==> config.mk <==
export PLATFORM = sky130hd
export DESIGN_NAME = acc_alu4
export DESIGN_NICKNAME = d
export VERILOG_FILES = /design/src/rtl/acc_alu4.sv
export SDC_FILE = /design/constraint.sdc
export NUM_CORES = 1
export LEC_CHECK = 0
export BUFFER_PORTS_ARGS = -buffer_cell sky130_fd_sc_hd__buf_2
export CORE_MARGIN = 4
export CORE_UTILIZATION = 60
export CTS_CLUSTER_DIAMETER = 200
export DETAILED_ROUTE_END_ITERATION = 6
export PLACE_DENSITY_LB_ADDON = 0.1
export SYNTH_ARGS = -nofsm -noshare
export SYNTH_HDL_FRONTEND = slang
export SYNTH_SLANG_ARGS = --single-unit
==> constraint.sdc <==
create_clock -name clk -period 4 [get_ports clk]
set_input_delay 0.4 -clock clk [delete_from_list [all_inputs] [get_ports clk]]
set_output_delay 0.4 -clock clk [all_outputs]
set_load 0.05 [all_outputs]
==> src/rtl/acc_alu4.sv <==
module acc_alu4 #(
  parameter int W   = 4,
  parameter int OPW = 8
) (
  input  logic           clk,
  input  logic           rst_n,
  input  logic [4:0]     op_sel,
  input  logic [OPW-1:0] opcode,
  input  logic [W-1:0]   imm,
  input  logic [W-1:0]   ram_nib,
  input  logic [W-1:0]   dpl,
  output logic [W-1:0]   acc,
  output logic           carry,
  output logic           skip
);
  localparam int BW = $clog2(W);
  localparam int HW = OPW / 2;

  localparam logic [4:0] K_NOP = 5'd0,  K_LDI = 5'd1,  K_ADD = 5'd2,  K_ADC = 5'd3,
                         K_ADCS = 5'd4, K_DAA = 5'd5,  K_DAS = 5'd6,  K_XOR = 5'd7,
                         K_CPL = 5'd8,  K_NEG = 5'd9,  K_CLRC = 5'd10, K_SETC = 5'd11,
                         K_TSTC = 5'd12, K_INC = 5'd13, K_DEC = 5'd14, K_CMPI = 5'd15,
                         K_CMPM = 5'd16, K_CMPD = 5'd17, K_BTA = 5'd18, K_BTM = 5'd19,
                         K_BTE = 5'd20;

  logic [HW-1:0] prev_hi;
  logic [W:0]    sum_plain, sum_c;
  logic [BW-1:0] bidx;
  logic          li_take;
  logic [W-1:0]  acc_n;
  logic          carry_n, skip_n;

  assign sum_plain = {1'b0, acc} + {1'b0, ram_nib};
  assign sum_c     = sum_plain + (W+1)'(carry);
  assign bidx      = opcode[BW-1:0];
  assign li_take   = prev_hi != opcode[OPW-1:HW];

  always_comb begin
    acc_n   = acc;
    carry_n = carry;
    skip_n  = 1'b0;
    case (op_sel)
      K_LDI:  if (li_take) acc_n = opcode[W-1:0];
      K_ADD:  begin acc_n = sum_plain[W-1:0]; skip_n = sum_plain[W]; end
      K_ADC:  begin acc_n = sum_c[W-1:0]; carry_n = sum_c[W]; end
      K_ADCS: begin acc_n = sum_c[W-1:0]; carry_n = sum_c[W]; skip_n = sum_c[W]; end
      K_DAA:  acc_n = acc + W'(6);
      K_DAS:  acc_n = acc + W'(10);
      K_XOR:  acc_n = acc ^ ram_nib;
      K_CPL:  acc_n = ~acc;
      K_NEG:  acc_n = ~acc + W'(1);
      K_CLRC: carry_n = 1'b0;
      K_SETC: carry_n = 1'b1;
      K_TSTC: skip_n = carry;
      K_INC:  begin acc_n = acc + W'(1); skip_n = (acc_n == '0); end
      K_DEC:  begin acc_n = acc - W'(1); skip_n = (acc_n == '1); end
      K_CMPI: skip_n = (acc == imm);
      K_CMPM: skip_n = (acc == ram_nib);
      K_CMPD: skip_n = (dpl == imm);
      K_BTA:  skip_n = acc[bidx];
      K_BTM:  skip_n = ram_nib[bidx];
      K_BTE:  skip_n = (acc[bidx] == ram_nib[bidx]);
      default: ;
    endcase
  end

  always_ff @(posedge clk) begin
    if (!rst_n) begin
      acc     <= '0;
      carry   <= 1'b0;
      skip    <= 1'b0;
      prev_hi <= '0;
    end else begin
      acc     <= acc_n;
      carry   <= carry_n;
      skip    <= skip_n;
      prev_hi <= opcode[OPW-1:HW];
    end
  end

  // a chain-breaking load lands its nibble
  p_li_first_r2: assert property (@(posedge clk) disable iff (!rst_n)
    (op_sel == K_LDI && li_take) |=> acc == $past(opcode[W-1:0]));
  // plain add never touches carry
  p_add_keeps_carry_r3: assert property (@(posedge clk) disable iff (!rst_n)
    (op_sel == K_ADD) |=> $stable(carry));
  // increment skips exactly on wrap to zero
  p_inc_wrap_r8: assert property (@(posedge clk) disable iff (!rst_n)
    (op_sel == K_INC) |=> skip == (acc == '0));
  // set-carry takes effect next cycle
  p_setc_r9: assert property (@(posedge clk) disable iff (!rst_n)
    (op_sel == K_SETC) |=> carry);
  // no-op holds the state and drops the skip
  p_nop_quiet_r12: assert property (@(posedge clk) disable iff (!rst_n)
    (op_sel == K_NOP) |=> (!skip && $stable(acc) && $stable(carry)));
endmodule

==> results.json <==
{
  "status": "finished clean",
  "syn_nets": 260,
  "crit_arrival_ns": 2.83,
  "final_max_slew_viol_count": 0,
  "rr_worst_depth": 9,
  "syn_avg_cell_area_um2": 7.41,
  "crit_buf_inv": 1,
  "postLayoutCoreUtil": 0.708,
  "fin_skew_ns": 0.0142,
  "reg2reg_from": "acc[0]",
  "clk-insertion-delay-late_ns": 0.28,
  "rsz0062_at_grt": "no",
  "grt_pass1_vias": 1725,
  "antennaDiodeCount": 0,
  "critPathKind": "flip-flop to flip-flop",
  "synthCells": 221,
  "cp_common_cell": "ha_1",
  "min_to": "prev_hi[3]",
  "max_slew_margin": 0.503,
  "hold_path_class": "input pin to flip-flop",
  "synth_simple_gate_area_frac": 0.280,
  "critPathMaxStageDelay_ns": 0.56,
  "grt_usage": 0.308,
  "worstMarginPinSlew_ns": 0.741,
  "die_h_um": 60.2,
  "wl_um": 5200,
  "dp_cells": 269,
  "portBuffers": 32,
  "cts_resized": 0,
  "grt_max_degree": 25,
  "routabilityCongestion": 0.993,
  "io_pins": 33,
  "cp-end-kind": "flip-flop",
  "tritoncts": "done",
  "clk_pin_slew_worst_paths_ns": 0.06,
  "synth_ff_type": "dfxtp_1",
  "tns_ns": 0,
  "nets": 283,
  "cp-start-kind": "flip-flop",
  "critPathTopFamily": "adder cells",
  "cts_setup_buffers": 0,
  "synth_top_area_frac": 0.122,
  "vias": 1837,
  "ys_types": 57,
  "finalCriticalPeriod_ns": 2.67,
  "synth_edf_count": 0,
  "cts_made_buffers": 3,
  "synthAdderAreaFrac": 0.101,
  "leakage_nw": 0.797,
  "finalHoldViolations": 0,
  "dieArea_um2": 3630,
  "initial_core_util": 0.644,
  "drtAntennaViolNets": 0,
  "synth_most_common_cell": "nand2_1",
  "drc": 0,
  "yosys.area.top_type": "dfxtp_1",
  "synth_xor_xnor_area_share": 0.112,
  "r2r-end": "carry",
  "root_buffer": "clkbuf_4",
  "period_share": 0.668,
  "ir_drop_v": 0.000269,
  "rows": 18,
  "fp.coreArea_um2": 2540,
  "synth_commonest_cells": "24 x nand2_1, 14 x nor2_1, 14 x xnor2_1",
  "r2r_slack_ns": 1.33,
  "dp_hpwl_um": 3900,
  "synth-compound-area-share": 0.248,
  "cts.hold.buffers_added": 0,
  "synthMuxAreaShare": 0.0634,
  "path_cells": "ha_1 > fa_1 > ha_1 > inv_1 > nor3_1 > mux2i_1 > xnor2_1 > a21oi_1 > o211a_1",
  "cts_max_level": 1,
  "synth_top_family_by_area": "simple AND/OR/NAND/NOR gates",
  "required_ns": 4.16,
  "fin_hold_ws_ns": 0.356,
  "die_w_um": 60.2,
  "synth_area_leaders": "dfxtp_1 12%, ha_1 7.6%, xnor2_1 7.5%",
  "crit_path_max_fanout": 11,
  "drtIter0Drc": 141,
  "ys_ff_latch": 10,
  "powerDensity_nw_per_um2": 239,
  "antenna_found_initial": 0,
  "min_from": "opcode[7]",
  "max_freq_mhz": 374,
  "dr.pass1.iters": 5,
  "final_cells": 273,
  "clk_path_buf_depth": 2,
  "syn_area_um2": 1640,
  "async_reset_ff_frac": 0,
  "crit_slowest_cell": "fa_1",
  "cap_violations": 0,
  "grt_first_pass_wirelength_um": 8270,
  "synth_warnings": 0,
  "setup_viol": 0,
  "vias_per_cell": 6.73,
  "synth_seq_area_share": 0.122,
  "grt_overflow": 0,
  "clkSinkCount": 10,
  "wl_per_cell_um": 19.0,
  "holdPathStages": 2,
  "drive_gt1_frac": 0.181,
  "areaGrowthSynthToFinish_pct": 10.0
}
[cells by family after synthesis]
group           after synthesis
compound gates               56
xor+xnor                     21
fa+ha+maj                    12
buf+inv                      26
flops                        10
mux                           9
simple gates                 87
[power by group]
| part | internal [mW] | switching (mW) |
|---|---|---|
| registers | 0.106 | 0.0166 |
| clock network | 0.0554 | 0.0418 |
| logic | 0.0849 | 0.126 |
[layout make-up]
type	count	area, um^2
repair buffers	33	168
fillers	218	743
well taps	30	37.5
multi-input cells	185	1320
flip-flops and latches	10	200
inverters	11	41.3
clock buffers	4	36.3
[state kept, by name, summed over array words and instances (netlist names)]
name     count
skip         1
prev_hi      4
acc          4
carry        1
[worst max path at each step]
stage | from | to | slack [ns] | cells after the start
global route | acc[0] | carry | 1.21 | 9
floorplan | acc[2] | acc[2] | 1.54 | 9
finish | acc[0] | carry | 1.33 | 9
detailed placement | op_sel[2] | acc[2] | 1.36 | 12
global placement | op_sel[2] | acc[2] | 1.41 | 12
CTS | acc[0] | carry | 1.40 | 9
[per-stage QoR]
stage | setup WS, ns | area, um^2 | power [mW]
final | 1.33 | 1800 | 0.431
after detailed placement | 1.36 | 1770 | 0.330
after global placement | 1.41 | 1770 | 0.324
after CTS | 1.40 | 1800 | 0.428
after global routing | 1.21 | 1800 | 0.457
after floorplan | 1.54 | 1640 | 0.276
[placed cells by master, fill, tap and decap left out, drive strengths merged, types with 5 or more instances in the layout]
master and instances:
a21o 5, a21oi 10, nor2 14, nor3 7
o21ai 8, xor2 7, ha 10, a211oi 6
nand2 25, xnor2 14, and2 5, inv 10
buf 33, nor2b 7, mux2i 7, dfxtp 10
nand3 9, nand2b 5
[routing by layer]
metal | global-route usage | up-vias | wire, um
li1 | - | 847 | -
met4 | 0.0886 | 0 | 68
met5 | 0 | - | 0
met2 | 0.522 | 117 | 2550
met1 | 0.395 | 865 | 2060
met3 | 0.0540 | 8 | 526
Power figures use the tool's default switching activity.
